## src/rtl/hostlink_pkg.sv

```systemverilog
package hostlink_pkg;
  localparam int BYTE_W_DEF = 8;
  localparam int NBYTES_DEF = 3;
  localparam int VEC_W_DEF  = 16;

  // LSB position inside the word of the lane at host address addr (1 = most significant).
  function automatic int lane_lsb(input int addr, input int nbytes, input int bw);
    return (nbytes - addr) * bw;
  endfunction

  // Host address that commits the word (the least significant lane).
  function automatic int commit_addr(input int nbytes);
    return nbytes;
  endfunction
endpackage

```

## src/rtl/hostlink_txbuf.sv

```systemverilog
module hostlink_txbuf
  import hostlink_pkg::*;
#(
  parameter int BYTE_W  = BYTE_W_DEF,
  parameter int NBYTES  = NBYTES_DEF,
  localparam int WORD_W  = BYTE_W * NBYTES,
  localparam int HADDR_W = $clog2(NBYTES + 1)
) (
  input  logic               clk,
  input  logic               rst_n,
  input  logic               h_we,
  input  logic [HADDR_W-1:0] h_addr,
  input  logic [BYTE_W-1:0]  h_wdata,
  input  logic               rd_take,
  output logic [WORD_W-1:0]  buf_word,
  output logic               tx_empty,
  output logic               req_en,
  output logic               commit_evt,
  output logic [BYTE_W-1:0]  h_rdata
);
  logic [BYTE_W-1:0] lane_q [NBYTES];
  logic              lane_wr;

  assign lane_wr    = h_we && tx_empty && (h_addr != '0);
  assign commit_evt = lane_wr && (h_addr == HADDR_W'(commit_addr(NBYTES)));

  always_ff @(posedge clk or negedge rst_n) begin
    if (!rst_n) begin
      for (int k = 0; k < NBYTES; k++) lane_q[k] <= '0;
    end else if (lane_wr) begin
      for (int k = 0; k < NBYTES; k++)
        if (h_addr == HADDR_W'(k + 1)) lane_q[k] <= h_wdata;
    end
  end

  generate
    for (genvar g = 0; g < NBYTES; g++) begin : g_pack
      assign buf_word[lane_lsb(g + 1, NBYTES, BYTE_W) +: BYTE_W] = lane_q[g];
    end
  endgenerate

  always_ff @(posedge clk or negedge rst_n) begin
    if (!rst_n)          tx_empty <= 1'b1;
    else if (commit_evt) tx_empty <= 1'b0;
    else if (rd_take)    tx_empty <= 1'b1;
  end

  always_ff @(posedge clk or negedge rst_n) begin
    if (!rst_n)                        req_en <= 1'b0;
    else if (h_we && h_addr == '0)     req_en <= h_wdata[0];
  end

  always_comb begin
    h_rdata = '0;
    if (h_addr == '0) begin
      h_rdata[1] = tx_empty;
      h_rdata[0] = req_en;
    end else begin
      for (int k = 0; k < NBYTES; k++)
        if (h_addr == HADDR_W'(k + 1)) h_rdata = lane_q[k];
    end
  end
endmodule

```

## src/rtl/hostlink_rxreg.sv

```systemverilog
module hostlink_rxreg
  import hostlink_pkg::*;
#(
  parameter int WORD_W = BYTE_W_DEF * NBYTES_DEF,
  parameter int VEC_W  = VEC_W_DEF,
  parameter logic [VEC_W-1:0] VEC = VEC_W'(16'h0030)
) (
  input  logic              clk,
  input  logic              rst_n,
  input  logic              p_we,
  input  logic              p_re,
  input  logic              p_addr,
  input  logic              p_wdata,
  input  logic              xfer_evt,
  input  logic [WORD_W-1:0] buf_word,
  output logic              rx_full,
  output logic [WORD_W-1:0] rx_word,
  output logic              pread_evt,
  output logic [WORD_W-1:0] p_rdata,
  output logic              p_irq,
  output logic [VEC_W-1:0]  p_vec
);
  logic irq_en;

  assign pread_evt = p_re && p_addr && rx_full;

  always_ff @(posedge clk or negedge rst_n) begin
    if (!rst_n)         rx_full <= 1'b0;
    else if (xfer_evt)  rx_full <= 1'b1;
    else if (pread_evt) rx_full <= 1'b0;
  end

  always_ff @(posedge clk or negedge rst_n) begin
    if (!rst_n)        rx_word <= '0;
    else if (xfer_evt) rx_word <= buf_word;
  end

  always_ff @(posedge clk or negedge rst_n) begin
    if (!rst_n)               irq_en <= 1'b0;
    else if (p_we && !p_addr) irq_en <= p_wdata;
  end

  always_comb begin
    p_rdata = '0;
    if (p_addr) p_rdata = rx_word;
    else begin
      p_rdata[1] = rx_full;
      p_rdata[0] = irq_en;
    end
  end

  assign p_irq = irq_en && rx_full;
  assign p_vec = p_irq ? VEC : '0;
endmodule

```

## src/rtl/hostlink_top.sv

```systemverilog
module hostlink_top
  import hostlink_pkg::*;
#(
  parameter int BYTE_W = BYTE_W_DEF,
  parameter int NBYTES = NBYTES_DEF,
  parameter int VEC_W  = VEC_W_DEF,
  parameter logic [VEC_W-1:0] VEC = VEC_W'(16'h0030),
  localparam int WORD_W  = BYTE_W * NBYTES,
  localparam int HADDR_W = $clog2(NBYTES + 1)
) (
  input  logic               clk,
  input  logic               rst_n,
  input  logic               h_we,
  input  logic [HADDR_W-1:0] h_addr,
  input  logic [BYTE_W-1:0]  h_wdata,
  output logic [BYTE_W-1:0]  h_rdata,
  output logic               h_req,
  input  logic               p_we,
  input  logic               p_re,
  input  logic               p_addr,
  input  logic               p_wdata,
  output logic [WORD_W-1:0]  p_rdata,
  output logic               p_irq,
  output logic [VEC_W-1:0]   p_vec
);
  logic [WORD_W-1:0] buf_word;
  logic [WORD_W-1:0] rx_word;
  logic tx_empty, rx_full, req_en;
  logic commit_evt, xfer_evt, pread_evt;

  assign xfer_evt = !tx_empty && !rx_full;
  assign h_req    = req_en && tx_empty;

  hostlink_txbuf #(.BYTE_W(BYTE_W), .NBYTES(NBYTES)) u_txbuf (
    .clk(clk), .rst_n(rst_n), .h_we(h_we), .h_addr(h_addr), .h_wdata(h_wdata),
    .rd_take(pread_evt), .buf_word(buf_word), .tx_empty(tx_empty),
    .req_en(req_en), .commit_evt(commit_evt), .h_rdata(h_rdata)
  );

  hostlink_rxreg #(.WORD_W(WORD_W), .VEC_W(VEC_W), .VEC(VEC)) u_rxreg (
    .clk(clk), .rst_n(rst_n), .p_we(p_we), .p_re(p_re), .p_addr(p_addr),
    .p_wdata(p_wdata), .xfer_evt(xfer_evt), .buf_word(buf_word),
    .rx_full(rx_full), .rx_word(rx_word), .pread_evt(pread_evt),
    .p_rdata(p_rdata), .p_irq(p_irq), .p_vec(p_vec)
  );
endmodule

```

## config.mk

```make
export PLATFORM = sky130hd
export DESIGN_NAME = hostlink_top
export DESIGN_NICKNAME = d
export VERILOG_FILES = /design/src/rtl/hostlink_pkg.sv /design/src/rtl/hostlink_txbuf.sv /design/src/rtl/hostlink_rxreg.sv /design/src/rtl/hostlink_top.sv
export SDC_FILE = /design/constraint.sdc
export NUM_CORES = 1
export LEC_CHECK = 0
export BUFFER_PORTS_ARGS = -buffer_cell sky130_fd_sc_hd__clkbuf_2
export CAP_MARGIN = 10
export CORE_MARGIN = 3
export CORE_UTILIZATION = 45
export CTS_CLUSTER_DIAMETER = 100
export DETAILED_ROUTE_END_ITERATION = 12
export HOLD_SLACK_MARGIN = 0.15
export PLACE_DENSITY_LB_ADDON = 0.12
export SYNTH_ARGS = -nofsm -noshare
export SYNTH_HDL_FRONTEND = slang
export SYNTH_HIERARCHICAL = 1
export SYNTH_SLANG_ARGS = --single-unit
```

## constraint.sdc

```tcl
create_clock -name clk -period 1.25 [get_ports clk]
set_input_delay 0.25 -clock clk [delete_from_list [all_inputs] [get_ports clk]]
set_output_delay 0.25 -clock clk [all_outputs]
set_load 0.05 [all_outputs]
```

==> flow_summary.json <==
{
  "fin_skew_ns": 0.00433,
  "holdPathStages": 2,
  "io-pin-count": 67,
  "hpwl_mm": 4.20,
  "grt_remaining_overflow": 0,
  "crit_type": "flop to primary output",
  "timing.rr.start": "u_txbuf/tx_empty",
  "setup.worst_path.end": "h_rdata[6]",
  "drt-total-wl_mm": 7.02,
  "grt_pass1_vias": 2086,
  "cpPeakStageDelay_ns": 0.39,
  "fin_util": 0.784,
  "antenna_found_initial": 0,
  "final_cell_count_no_fill": 369,
  "worst_ep_required_time_ns": 1.00,
  "reg2reg_slack_ns": -0.35,
  "ys.warnings.count": 6,
  "cts_root_buf": "clkbuf_8",
  "cts.path.max_buffers": 2,
  "dp_cells": 324,
  "grt_max_degree": 53,
  "wl_per_cell_microns": 19.0,
  "synth_area_per_cell_sq_um": 14.5,
  "layout-drive-gt1-share": 0.756,
  "via_per_inst": 5.01,
  "drt_iter0_drc": 90,
  "synth_cells": 178,
  "cts_buffers": 5,
  "p_leak_nw": 2.05,
  "worst_slack_ns": -0.372,
  "clkSinkCount": 52,
  "coreArea_sq_um": 5340,
  "dpl-instance-area_sq_um": 3370,
  "cp_num_buf_inv": 1,
  "grt_util_all_layers": 0.214,
  "nFillCells": 306,
  "crit_path_max_fanout": 2,
  "gp_congestion": 0.784,
  "min_period_ns": 1.62,
  "fin_crit_sh": 1.30,
  "design_area_sq_um": 4190,
  "drv_cap": 0,
  "startpoint_type": "flop",
  "fmax_mhz": 617,
  "slowest_stage": "dfrtp_1",
  "cts_tree": "done",
  "io_buffers": 52,
  "rows": 26,
  "grt_pass1_wl_mm": 10.6,
  "ant_nets": 0,
  "pwr_density_cell_nw_per_um2": 2780,
  "die_h_microns": 81.8,
  "cp-startpoint": "u_txbuf/buf_word[14]",
  "hold_class": "input pin to flop",
  "finalHoldViolations": 0,
  "drc": 0,
  "critical-path-top-delay-family": "flip-flops",
  "path_cells": "mux2_4 -> a22o_4 -> buf_8",
  "endpoint_kind": "primary output",
  "num-nets-final": 315,
  "clock_latency_ns": 0.30,
  "area_delta_synth_final_pct": 61.8,
  "status": "finished with violations",
  "cp_data_arrival_time_ns": 1.37,
  "drt_pass1_iterations": 4,
  "die_area_sq_um": 6690,
  "initial_core_util": 0.485,
  "setup_viol": 73,
  "syn_area_sq_um": 2590,
  "rsz0062_at_grt": "yes",
  "vdd_drop_max_mv": 1.48,
  "dieWidth_microns": 81.8,
  "holdWs_ns": 0.179,
  "clkSlewWorstSetupHoldPaths_ns": 0.09,
  "cp_num_cells": 3,
  "drv_slew": 0,
  "reg2reg_to": "u_txbuf/buf_word[3]",
  "vias": 1848,
  "cts-htree-levels": 2,
  "r2r_cells": 5,
  "worstHoldStart": "p_wdata",
  "violations": "setup timing",
  "n_antenna_cell": 0
}
-- stage by stage --
stage | setup WS [ns] | setup TNS (ns) | power (mW)
CTS | -0.395 | -12.50 | 11.0
finish | -0.372 | -13.21 | 11.6
global placement | -0.352 | -8.22 | 8.32
detailed placement | -0.377 | -9.80 | 8.52
floorplan | -0.0509 | -1.21 | 6.55
global route | -0.417 | -16.41 | 12.2
-- final cells by class --
cell class              instances  area [sq um]  area share
repair buffers                124          1410       0.338
clock buffers                   8          90.1      0.0215
flip-flops and latches         52          1300       0.312
multi-input cells             115          1290       0.308
well taps                      70          87.6      0.0209
-- worst min-delay path by stage --
| stage | to | slack [ns] |
|---|---|---|
| 3_3_place_gp | u_rxreg/rx_word[2] | 0.27 |
| 2_1_floorplan | u_rxreg/irq_en | -0.05 |
| 5_1_grt | u_rxreg/irq_en | 0.17 |
| 3_5_place_dp | u_rxreg/rx_word[10] | 0.27 |
| 6_report | u_rxreg/irq_en | 0.18 |
| 4_1_cts | u_rxreg/irq_en | 0.17 |
-- where the power goes --
part	switching (mW)	internal [mW]	total, mW	leakage, nW
clock	0.537	0.453	0.990	0.0455
sequential	0.557	2.54	3.10	0.620
combinational	3.12	4.43	7.54	1.38
-- cells in the final DEF, fill, tap and decap left out --
cell,instances
a21o_1,1
a22o_2,1
a22o_4,5
and2_4,24
and2b_2,1
and3_1,1
buf_12,22
buf_4,53
buf_6,12
buf_8,15
clkbuf_1,2
clkbuf_16,5
clkbuf_2,16
clkbuf_8,6
conb_1,14
dfrtp_1,50
dfrtp_2,1
dfstp_2,1
dlygate4sd3_1,1
mux2_2,28
mux2_4,30
mux4_2,2
nand2_1,1
nand4_2,1
nand4b_4,2
nor2_4,1
nor2b_1,1
nor3b_1,1
o21a_1,1
-- routing by layer --
metal  track usage  up-vias  share of wire
met3        0.0493       11          0.039
met2         0.387       55           0.54
li1              -      830              -
met1         0.250      952           0.40
met5             0        -              0
met4        0.0681        0          0.015
-- sequential cells by signal (all words and copies together), names as in the netlist --
name,count
u_rxreg/irq_en,1
u_rxreg/rx_full,1
u_rxreg/rx_word,24
u_txbuf/buf_word,24
u_txbuf/req_en,1
u_txbuf/tx_empty,1
-- repair_timing --
| item | in CTS | in global routing |
|---|---|---|
| buffers inserted | 20 | 16 |
| hold endpoints to repair | 51 | 0 |
| gates resized for setup | 81 | 33 |
| endpoints found under the setup margin | 84 | 86 |
| gates cloned | 2 | 0 |
| pin swaps | 10 | 1 |
| hold buffers | 1 | 0 |
Note: power is estimated with default switching activity, not from simulation.
